==> src/rtl/alu_pkg.sv <==
package alu_pkg;

  typedef enum logic [2:0] {
    OP_ADD  = 3'd0,
    OP_ADDC = 3'd1,
    OP_SUB  = 3'd2,
    OP_SUBB = 3'd3,
    OP_AND  = 3'd4,
    OP_IOR  = 3'd5,
    OP_XOR  = 3'd6,
    OP_MOVA = 3'd7
  } alu_op_e;

  typedef struct packed {
    logic c;
    logic dc;
    logic ov;
    logic n;
    logic z;
  } alu_flags_t;

endpackage

==> src/rtl/alu_arith.sv <==
module alu_arith
  import alu_pkg::*;
#(
  parameter int DATA_W = 16
) (
  input  logic [DATA_W-1:0] opa,
  input  logic [DATA_W-1:0] opb,
  input  alu_op_e           op,
  input  logic              byte_mode,
  input  logic              carry_in,
  input  logic              z_prev,
  output logic [DATA_W-1:0] res,
  output alu_flags_t        flags
);

  localparam int HALF_W = DATA_W / 2;
  localparam int NIB_W  = HALF_W / 2;

  logic              is_sub;
  logic              chained;
  logic              cin;
  logic [DATA_W-1:0] b_eff;
  logic [DATA_W:0]   sum_w;
  logic              cy_half;
  logic              cy_nib;
  logic              a_msb, b_msb, r_msb;

  always_comb begin
    is_sub  = (op == OP_SUB) || (op == OP_SUBB);
    chained = (op == OP_ADDC) || (op == OP_SUBB);
    b_eff   = is_sub ? ~opb : opb;
    cin     = chained ? carry_in : is_sub;
    sum_w   = {1'b0, opa} + {1'b0, b_eff} + {{DATA_W{1'b0}}, cin};
    // carry into a bit position, recovered from the sum bit
    cy_half = sum_w[HALF_W] ^ opa[HALF_W] ^ b_eff[HALF_W];
    cy_nib  = sum_w[NIB_W]  ^ opa[NIB_W]  ^ b_eff[NIB_W];

    if (byte_mode) begin
      res      = {{HALF_W{1'b0}}, sum_w[HALF_W-1:0]};
      flags.c  = cy_half;
      flags.dc = cy_nib;
      a_msb    = opa[HALF_W-1];
      b_msb    = b_eff[HALF_W-1];
      r_msb    = sum_w[HALF_W-1];
    end else begin
      res      = sum_w[DATA_W-1:0];
      flags.c  = sum_w[DATA_W];
      flags.dc = cy_half;
      a_msb    = opa[DATA_W-1];
      b_msb    = b_eff[DATA_W-1];
      r_msb    = sum_w[DATA_W-1];
    end

    flags.ov = (a_msb == b_msb) && (r_msb != a_msb);
    flags.n  = r_msb;
    flags.z  = chained ? (z_prev && (res == '0)) : (res == '0);
  end

endmodule

==> src/rtl/alu_logic.sv <==
module alu_logic
  import alu_pkg::*;
#(
  parameter int DATA_W = 16
) (
  input  logic [DATA_W-1:0] opa,
  input  logic [DATA_W-1:0] opb,
  input  alu_op_e           op,
  input  logic              byte_mode,
  output logic [DATA_W-1:0] res,
  output logic              n,
  output logic              z
);

  localparam int HALF_W = DATA_W / 2;

  logic [DATA_W-1:0] raw;

  always_comb begin
    case (op)
      OP_AND:  raw = opa & opb;
      OP_IOR:  raw = opa | opb;
      OP_XOR:  raw = opa ^ opb;
      default: raw = opa;
    endcase
    res = byte_mode ? {{HALF_W{1'b0}}, raw[HALF_W-1:0]} : raw;
    n   = byte_mode ? raw[HALF_W-1] : raw[DATA_W-1];
    z   = (res == '0);
  end

endmodule

==> src/rtl/alu_stat_reg.sv <==
module alu_stat_reg
  import alu_pkg::*;
#(
  parameter int IPL_W = 3
) (
  input  logic             clk,
  input  logic             rst,
  input  logic             upd_all,
  input  logic             upd_nz,
  input  alu_flags_t       flags_d,
  input  logic             ipl_wr_en,
  input  logic [IPL_W-1:0] ipl_wr_data,
  input  logic             ipl_lock,
  output alu_flags_t       flags_q,
  output logic [IPL_W-1:0] ipl_q
);

  always_ff @(posedge clk) begin
    if (rst) begin
      flags_q <= '0;
    end else if (upd_all) begin
      flags_q <= flags_d;
    end else if (upd_nz) begin
      flags_q.n <= flags_d.n;
      flags_q.z <= flags_d.z;
    end
  end

  always_ff @(posedge clk) begin
    if (rst) begin
      ipl_q <= '0;
    end else if (ipl_wr_en && !ipl_lock) begin
      ipl_q <= ipl_wr_data;
    end
  end

endmodule

==> src/rtl/alu_status_unit.sv <==
module alu_status_unit
  import alu_pkg::*;
#(
  parameter int DATA_W = 16,
  parameter int IPL_W  = 3
) (
  input  logic              clk,
  input  logic              rst,
  input  logic              op_valid,
  input  logic [2:0]        op_code,
  input  logic              byte_mode,
  input  logic [DATA_W-1:0] opa,
  input  logic [DATA_W-1:0] opb,
  input  logic              carry_in,
  input  logic              ipl_wr_en,
  input  logic [IPL_W-1:0]  ipl_wr_data,
  input  logic              ipl_lock,
  input  logic              ipl_hi,
  output logic [DATA_W-1:0] result,
  output logic              flag_c,
  output logic              flag_dc,
  output logic              flag_ov,
  output logic              flag_n,
  output logic              flag_z,
  output logic [IPL_W-1:0]  ipl_field,
  output logic [IPL_W:0]    cpu_level,
  output logic              user_irq_masked
);

  alu_op_e           op;
  logic              is_logic;
  logic [DATA_W-1:0] arith_res, logic_res, next_res;
  alu_flags_t        arith_flags, next_flags, flags_q;
  logic              logic_n, logic_z;
  logic [DATA_W-1:0] result_q;

  assign op       = alu_op_e'(op_code);
  assign is_logic = op_code[2];

  alu_arith #(.DATA_W(DATA_W)) u_arith (
    .opa       (opa),
    .opb       (opb),
    .op        (op),
    .byte_mode (byte_mode),
    .carry_in  (carry_in),
    .z_prev    (flags_q.z),
    .res       (arith_res),
    .flags     (arith_flags)
  );

  alu_logic #(.DATA_W(DATA_W)) u_logic (
    .opa       (opa),
    .opb       (opb),
    .op        (op),
    .byte_mode (byte_mode),
    .res       (logic_res),
    .n         (logic_n),
    .z         (logic_z)
  );

  always_comb begin
    next_res   = is_logic ? logic_res : arith_res;
    next_flags = arith_flags;
    if (is_logic) begin
      next_flags.n = logic_n;
      next_flags.z = logic_z;
    end
  end

  alu_stat_reg #(.IPL_W(IPL_W)) u_stat (
    .clk         (clk),
    .rst         (rst),
    .upd_all     (op_valid && !is_logic),
    .upd_nz      (op_valid && is_logic),
    .flags_d     (next_flags),
    .ipl_wr_en   (ipl_wr_en),
    .ipl_wr_data (ipl_wr_data),
    .ipl_lock    (ipl_lock),
    .flags_q     (flags_q),
    .ipl_q       (ipl_field)
  );

  always_ff @(posedge clk) begin
    if (rst) begin
      result_q <= '0;
    end else if (op_valid) begin
      result_q <= next_res;
    end
  end

  assign result          = result_q;
  assign flag_c          = flags_q.c;
  assign flag_dc         = flags_q.dc;
  assign flag_ov         = flags_q.ov;
  assign flag_n          = flags_q.n;
  assign flag_z          = flags_q.z;
  assign cpu_level       = {ipl_hi, ipl_field};
  assign user_irq_masked = ipl_hi || (&ipl_field);

endmodule

==> config.mk <==
export PLATFORM = sky130hd
export DESIGN_NAME = alu_status_unit
export DESIGN_NICKNAME = d
export VERILOG_FILES = /design/src/rtl/alu_pkg.sv /design/src/rtl/alu_arith.sv /design/src/rtl/alu_logic.sv /design/src/rtl/alu_stat_reg.sv /design/src/rtl/alu_status_unit.sv
export SDC_FILE = /design/constraint.sdc
export NUM_CORES = 1
export LEC_CHECK = 0
export ABC_AREA = 1
export BUFFER_PORTS_ARGS = -buffer_cell sky130_fd_sc_hd__buf_4
export CAP_MARGIN = 0
export CORE_UTILIZATION = 58
export DETAILED_ROUTE_END_ITERATION = 10
export GPL_ROUTABILITY_DRIVEN = 0
export HOLD_SLACK_MARGIN = 0.1
export PLACE_DENSITY = 0.83
export SKIP_CTS_REPAIR_TIMING = 1
export SYNTH_ARGS = -nofsm -noshare
export SYNTH_HDL_FRONTEND = slang
export SYNTH_HIERARCHICAL = 1
export SYNTH_SLANG_ARGS = --single-unit
==> constraint.sdc <==
create_clock -name clk -period 3.54 [get_ports clk]
set_clock_uncertainty 0.2 [all_clocks]
set_input_delay 0.177 -clock clk [delete_from_list [all_inputs] [get_ports clk]]
set_output_delay 0.177 -clock clk [all_outputs]
set_load 0.02 [all_outputs]
Word level (Yosys, flattened, before mapping). Index checks and enable logic that the tools add are counted.

Bits in registers: 24. Latch bits: 0. Bits in writable memories: 0. Bits in read-only memories: 0. Input port bits: 46. Output and inout bits: 29. Logic and storage cells: 54. Memories kept: 0.

$add $sub $neg: 2. Multipliers: 0. Divide/modulo/power cells: 0. Magnitude comparators: 0. Eq/ne operators: 8. Shift-type cells: 0. Mux-type cells: 15. Bitwise operators: 8. Reductions and logical operators: 14.

Operators with widths (count): $mux W16 (4); $pmux W16 S3 (1); $logic_not A16 Y1 (2); $add A16 B16 Y17 (1); $add A17 B1 Y17 (1); $and A16 B16 Y16 (1); $not A16 Y16 (1); $or A16 B16 Y16 (1); $xor A16 B16 Y16 (1); $eq A3 B3 Y1 const B (3); $mux W2 (4); $eq A3 B2 Y1 const B (2); $mux W1 (6); $logic_and A1 B1 Y1 (5); $xor A1 B1 Y1 (4); $eq A3 B1 Y1 const B (1); $logic_or A1 B1 Y1 (3); $reduce_and A3 Y1 (1); $logic_not A1 Y1 (2); $reduce_bool A2 Y1 (1); $eq A1 B1 Y1 (1); $ne A1 B1 Y1 (1).

Logic depth before layout (Yosys ltp). Gate-level depths: netlist of the first run.

Word-level depth: 12. Gate-level depth with buffers: 23. Depth with buffers taken out: 22.

Cells and area by module. Netlist of the first run, hierarchy kept.

By module, submodules not included: alu_arith (instances 1, cells each 300, area each 1544.0 um^2, seq. area each 0.0 um^2); alu_logic (instances 1, cells each 225, area each 1248.7 um^2, seq. area each 0.0 um^2); alu_status_unit (instances 1, cells each 138, area each 932.1 um^2, seq. area each 320.3 um^2); alu_stat_reg (instances 1, cells each 48, area each 327.8 um^2, seq. area each 160.2 um^2).

Worst setup path before layout of the first run. OpenSTA, ideal clock, no wires.

Kind: input to register. Start: input op_code[2]. End: register u_stat/flags_q[0] (netlist name). Setup time: 0.064 ns. Arrival time: 2.521 ns. Required time: 3.276 ns. Path slack: 0.755 ns. Stages on the path: 22. Path buffers: 1. Path through: inv_2 nand2_4 buf_2 nand2_1 o21ai_0 fa_1 fa_1 inv_1 nand3_1 nand2_2 nand2_1 nand2_2 nand3_1 nor2_2 nand3_1 nor2_1 nand2_1 nor2_1 nand2_1 nand2_1 nor2_1 nor2_1.

RTL lines: start: declaration (line alu_status_unit.sv:10) `input logic [2:0] op_code,`.

==> flow_metrics.env, run 1 <==
export IMPL_fin_crit_ns=2.70
export IMPL_finalCritPeriodShare=0.763
export IMPL_design_portCount=75
export IMPL_dieWidth_um=85.6
export IMPL_dr_total_vias=4630
export IMPL_nets=872
export IMPL_crit_chain="buf_4 -> nand2_4 -> xor2_1 -> fa_1 -> fa_1 -> inv_1 -> nand3_1 -> nand2_2 -> nand2_1 -> nand2_2 -> nand3_1 -> nor2_2 -> nand3_1 -> nor2_1 -> nand2_1 -> nor2_1 -> nand2_1 -> nand2_1 -> nor2_1 -> nor2_1"
export IMPL_rsz0062_at_grt="false"
export IMPL_synth_edff_count=0
export IMPL_holdPathStages=6
export IMPL_drive_gt1_frac=0.148
export IMPL_numPortBuffers=74
export IMPL_wirelength_mm=11.8
export IMPL_grt_pass1_wl_mm=19.2
export IMPL_min_to="u_stat/flags_q[0]"
export IMPL_r2r_slack_ns=1.90
export IMPL_post_route_util=0.691
export IMPL_grt_ovfl_total=0
export IMPL_cts_made_buffers=3
export IMPL_synth_seq_cells=24
export IMPL_layout_commonest_cell="nand2_1"
export IMPL_crit_path_max_incr_delay_ns=0.46
export IMPL_setup_tns_ns=0
export IMPL_final_cell_mix="190 x nand2_1, 155 x inv_1, 103 x nand3_1"
export IMPL_grt_use_total=0.325
export IMPL_regToRegStartpoint="u_stat/flags_q[0]"
export IMPL_hold_class="input pin to flop"
export IMPL_h_tree_depth=1
export IMPL_insertion_delay_ns=0.27
export IMPL_die_h_um=85.6
export IMPL_critPathMaxFanout=14
export IMPL_r2r_end="u_stat/flags_q[0]"
export IMPL_hold_viol=0
export IMPL_core_um2=6760
export IMPL_hold_path_startpoint="op_code[2]"
export IMPL_yosys_warnings=6
export IMPL_ant_nets=0
export IMPL_leakagePower_nw=2.90
export IMPL_outcome="finished, violations left"
export IMPL_root_buffer="clkbuf_8"
export IMPL_cts_tree="done"
export IMPL_path_class="input pin to flop"
export IMPL_cp_slowest_cell="fa_1"
export IMPL_syn_inst=711
export IMPL_rr_worst_depth=12
export IMPL_area_delta_synth_final_pct=15.3
export IMPL_layout_cells_non_filler=856
export IMPL_antenna_found_initial=0
export IMPL_antenna_cells=0
export IMPL_wl_per_cell_um=13.8
export IMPL_setup_viol=0
export IMPL_cp_top_family="simple AND/OR/NAND/NOR gates"
export IMPL_setup_worst_path_start_class="input pin"
export IMPL_syn_area_per_cell_um2=5.70
export IMPL_ys_flop_type="dfxtp_1"
export IMPL_async_flop_share=0
export IMPL_relSlewSlack=0.663
export IMPL_clockBufferDepth=2
export IMPL_max_cap_violations=0
export IMPL_first_pass_iters=10
export IMPL_drt_vias_per_instance=5.41
export IMPL_dp_hpwl_mm=9.55
export IMPL_violations="DRC"
export IMPL_grt_pass1_vias=4220
export IMPL_netlist_area_um2=4050
export IMPL_cts_sinks=24
export IMPL_clk_pin_slew_ns=0.09
export IMPL_grt_max_degree=43
export IMPL_dp_cells=845
export IMPL_final_max_slew_viol_count=0
export IMPL_power_density_nw_per_um2=275
export IMPL_rows=30
export IMPL_start_util=0.600
export IMPL_max_slew_worst_pin_slew_ns=0.499
export IMPL_max_clock_freq_ghz=0.370
export IMPL_drt_iter0_drc=429
export IMPL_syn_num_nets=806
export IMPL_cp_arrival_ns=2.72
export IMPL_synth_seq_area_share=0.119
export IMPL_peakVddDrop_mv=0.186
export IMPL_nFillCells=636
export IMPL_drc=2
export IMPL_cp_required_ns=3.56
export IMPL_ys_types=33
export IMPL_cp_num_buf_inv=2
export IMPL_die_area_um2=7330
export IMPL_endpoint_kind="flop"
[routing by layer]
metal | vias to the layer above | part of all wire | global-route usage
li1 | 2297 | - | -
met1 | 2055 | 0.43 | 0.430
met2 | 238 | 0.46 | 0.540
met3 | 40 | 0.080 | 0.0472
met4 | 0 | 0.033 | 0.111
met5 | - | 0 | 0
[flip-flops by register name, summed over array words and instances, names as in the netlist]
name,flops
result,16
u_stat/flags_q,5
u_stat/ipl_q,3
[synth_stat cells, types with 2 or more instances]
library cell	count	area, um2
a21oi_1	15	75.1
and2_1	3	18.8
buf_2	4	20.0
buf_4	7	52.6
buf_6	8	90.1
dfxtp_1	24	480
fa_1	2	40.0
ha_1	47	588
inv_1	155	582
inv_2	7	26.3
nand2_1	190	713
nand2_2	14	87.6
nand3_1	103	515
nand3_2	3	30.0
nand3b_1	2	15.0
nand4_1	15	93.8
nor2_1	60	225
nor2_2	5	31.3
nor2_4	2	22.5
o21ai_0	9	45.0
o21ai_1	6	30.0
xnor2_1	14	123
xor2_1	6	52.6
[power breakdown]
group / switching [mW] / internal [mW]
Clock: 0.0917 / 0.151
Combinational: 0.466 / 0.268
Sequential: 0.0142 / 0.291
Total: 0.572 / 0.710
[tightest hold or removal path: stages]
cell,delay (ns)
buf_4,0.10
nand2_1,0.09
inv_1,0.08
nor2_2,0.05
nor2_1,0.08
nor2_1,0.05
[cell type report]
cell class | count | area (um2) | share of cell area
inverter | 163 | 617 | 0.132
multi-input combinational | 502 | 2760 | 0.591
clock buffer | 3 | 41.3 | 0.00884
tap | 80 | 100 | 0.0214
sequential | 24 | 480 | 0.103
clock inverter | 1 | 30.0 | 0.00643
timing repair buffer | 83 | 641 | 0.137
[per-stage QoR]
step	instance area [um2]	hold slack, ns	power [mW]	worst slack, ns
global route	4670	0.209	1.38	0.498
global placement	4530	0.266	1.00	0.659
floorplan	4050	0.149	0.815	0.755
CTS	4600	-0.0125	1.26	0.874
detailed placement	4530	0.278	1.02	0.599
finish	4670	0.179	1.28	0.837
[cells by family (layout without fill, tap and decap cells)]
kind of cell / after synthesis / in the layout / share of synthesized area
and+or+nand+nor: 398 / 398 / 0.435
buffers and inverters: 185 / 250 / 0.200
muxes: 1 / 1 / 0.00247
adders and majority gates: 49 / 49 / 0.155
xor gates and xnor gates: 20 / 20 / 0.0432
DFF: 24 / 24 / 0.119
AOI/OAI and AO/OA: 34 / 34 / 0.0454
[how the worst max path moves through the flow]
stage	start	end	slack, ns	cells past startpoint
after global routing	op_code[2]	u_stat/flags_q[0]	0.50	22
after CTS	op_code[1]	u_stat/flags_q[0]	0.87	20
final	op_code[1]	u_stat/flags_q[0]	0.84	20
after global placement	op_code[1]	u_stat/flags_q[0]	0.66	20
after detailed placement	op_code[1]	u_stat/flags_q[0]	0.60	20
after floorplan	op_code[2]	u_stat/flags_q[0]	0.75	22
Note: power is estimated with default switching activity, not from simulation.
==> run 2: changes to the inputs <==
- clock period: 3.54 -> 2.78 ns (I/O delays scaled with it)
==> run 2 against run 1 <==
  * Wire length is 3.0% higher
  * Utilization is 3.5 points higher
  * First-iteration DRC count rose by 4.9%
  * Combinational power grew 38%
  * Highest routed layer unchanged
  * Register-to-register slack worse by 0.73 ns
  * The run now ends clean
  * Total power increased by 34%
  * Global-route usage rose by 0.79 points
  * Clock power up 29%
  * Critical path depth increased by 1
  * Via count is 1.4% higher
  * Final cell count grew 2.3%
==> flow_metrics.env, run 2 (synthesized netlist as in run 1, its figures left out) <==
export IMPL_outcome="finished, final reports clean"
export IMPL_holdWs_ns=0.160
export IMPL_drt_iter0_drc=450
export IMPL_layout_commonest_cell="nand2_1"
export IMPL_grt_use_total=0.333
export IMPL_die_area_um2=7330
export IMPL_die_h_um=85.6
export IMPL_rows=30
export IMPL_dp_cells=863
export IMPL_grt_max_degree=44
export IMPL_clkPwrFrac=0.183
export IMPL_r2r_slack_ns=1.17
export IMPL_layout_cells_non_filler=876
export IMPL_wirelength_mm=12.1
export IMPL_ant_nets=0
export IMPL_first_pass_iters=5
export IMPL_grt_ovfl_total=0
export IMPL_grt_pass1_wl_mm=19.4
export IMPL_max_cap_violations=0
export IMPL_clk_pin_slew_ns=0.09
export IMPL_setup_viol=0
export IMPL_combPwrFrac=0.591
export IMPL_drive_gt1_frac=0.192
export IMPL_path_class="input pin to flop"
export IMPL_cts_tree="done"
export IMPL_endpoint_kind="flop"
export IMPL_p_int_uw=959
export IMPL_wl_per_cell_um=13.8
export IMPL_max_clock_freq_ghz=0.393
export IMPL_regToRegStartpoint="u_stat/flags_q[0]"
export IMPL_setup_worst_path_start_class="input pin"
export IMPL_post_route_util=0.727
export IMPL_root_buffer="clkbuf_8"
export IMPL_cts_made_buffers=3
export IMPL_fin_crit_ns=2.54
export IMPL_post_place_ws_ns=-0.101
export IMPL_max_slew_worst_pin_slew_ns=0.506
export IMPL_h_tree_depth=1
export IMPL_core_um2=6760
export IMPL_final_max_slew_viol_count=0
export IMPL_power_density_nw_per_um2=350
export IMPL_area_delta_synth_final_pct=21.1
export IMPL_cp_required_ns=2.79
export IMPL_finalCritPeriodShare=0.914
export IMPL_leakagePower_nw=3.02
export IMPL_hold_class="input pin to flop"
export IMPL_holdPathStages=5
export IMPL_dieWidth_um=85.6
export IMPL_switchingPower_uw=759
export IMPL_final_cell_mix="187 x nand2_1, 154 x inv_1, 100 x nand3_1"
export IMPL_antenna_cells=0
export IMPL_critPathMaxFanout=5
export IMPL_nets=892
export IMPL_dp_hpwl_mm=9.79
export IMPL_cts_sinks=24
export IMPL_fin_ws_ns=0.239
export IMPL_start_util=0.600
export IMPL_numPortBuffers=74
export IMPL_hold_viol=0
export IMPL_r2r_end="u_stat/flags_q[0]"
export IMPL_p_sw_frac=0.442
export IMPL_clockBufferDepth=2
export IMPL_hold_path_startpoint="byte_mode"
export IMPL_min_to="u_stat/flags_q[4]"
export IMPL_dr_total_vias=4697
export IMPL_grt_pass1_vias=4308
export IMPL_design_portCount=75
export IMPL_antenna_found_initial=0
export IMPL_seq_power_share=0.227
export IMPL_insertion_delay_ns=0.27
export IMPL_peakVddDrop_mv=0.208
export IMPL_rr_worst_depth=12
export IMPL_largest_register_ffs=16
export IMPL_drt_vias_per_instance=5.36
export IMPL_drc=0
export IMPL_relSlewSlack=0.658
export IMPL_cp_arrival_ns=2.56
run 2: cell types whose count changed in the layout (fill, tap and decap cells not counted), sizes merged:
cell	delta
buf	+20
run 2: power by group through the flow:
stage          combinational, mW  clock (mW)  sequential (mW)
3_3_place_gp               0.929           0            0.396
3_5_place_dp               0.950           0            0.397
4_1_cts                    0.956       0.313            0.389
5_1_grt                     1.13       0.329            0.392
6_report                    1.01       0.314            0.389
2_1_floorplan              0.610           0            0.428
run 2: worst max path at each step:
| stage | from | endpoint | slack, ns | cells past startpoint |
|---|---|---|---|---|
| finish | op_code[2] | u_stat/flags_q[0] | 0.24 | 21 |
| global route | op_code[2] | u_stat/flags_q[0] | -0.04 | 21 |
| CTS | op_code[2] | u_stat/flags_q[0] | 0.18 | 22 |
| detailed placement | op_code[2] | u_stat/flags_q[0] | -0.10 | 22 |
| global placement | op_code[2] | u_stat/flags_q[0] | -0.02 | 23 |
| floorplan | op_code[2] | u_stat/flags_q[0] | 0.03 | 22 |
run 2: routing by layer:
layer  up-vias  share of wire  routed length (um)  track usage
li1       2339              -                   -            -
met1      2104           0.42                5050        0.416
met2       212           0.47                5680        0.570
met3        42          0.077                 933       0.0568
met4         0          0.039                 467        0.129
met5         -              0                   0            0
run 2: worst max-delay path, cell delays in order:
cell and delay (ns):
buf_4 0.12, inv_2 0.08, nand2_4 0.06, buf_4 0.17
buf_12 0.14, xnor2_1 0.12, ha_1 0.39, nand2_1 0.15
nor2_2 0.17, nand3_1 0.14, nand2_1 0.12, nand2_1 0.07
nand2_1 0.06, nand2_1 0.05, nand3_2 0.11, nand4_1 0.09
nor2_1 0.11, nand2_1 0.05, nand2_1 0.07, nor2_1 0.04
nor2_1 0.10
run 2: through the flow:
| stage | area (um2) | setup TNS [ns] | power (mW) |
|---|---|---|---|
| after global placement | 4690 | -0.0181 | 1.32 |
| after global routing | 4910 | -0.0368 | 1.85 |
| after floorplan | 4050 | 0 | 1.04 |
| after detailed placement | 4690 | -0.132 | 1.35 |
| final | 4910 | 0 | 1.72 |
| after CTS | 4760 | 0 | 1.66 |
run 2: final cells by class:
class | count | area [um2]
Fill cell | 575 | 1850
Inverter | 163 | 617
Timing Repair Buffer | 103 | 816
Multi-Input combinational cell | 502 | 2830
Tap cell | 80 | 100
Clock inverter | 1 | 30.0
Clock buffer | 3 | 41.3
Sequential cell | 24 | 480
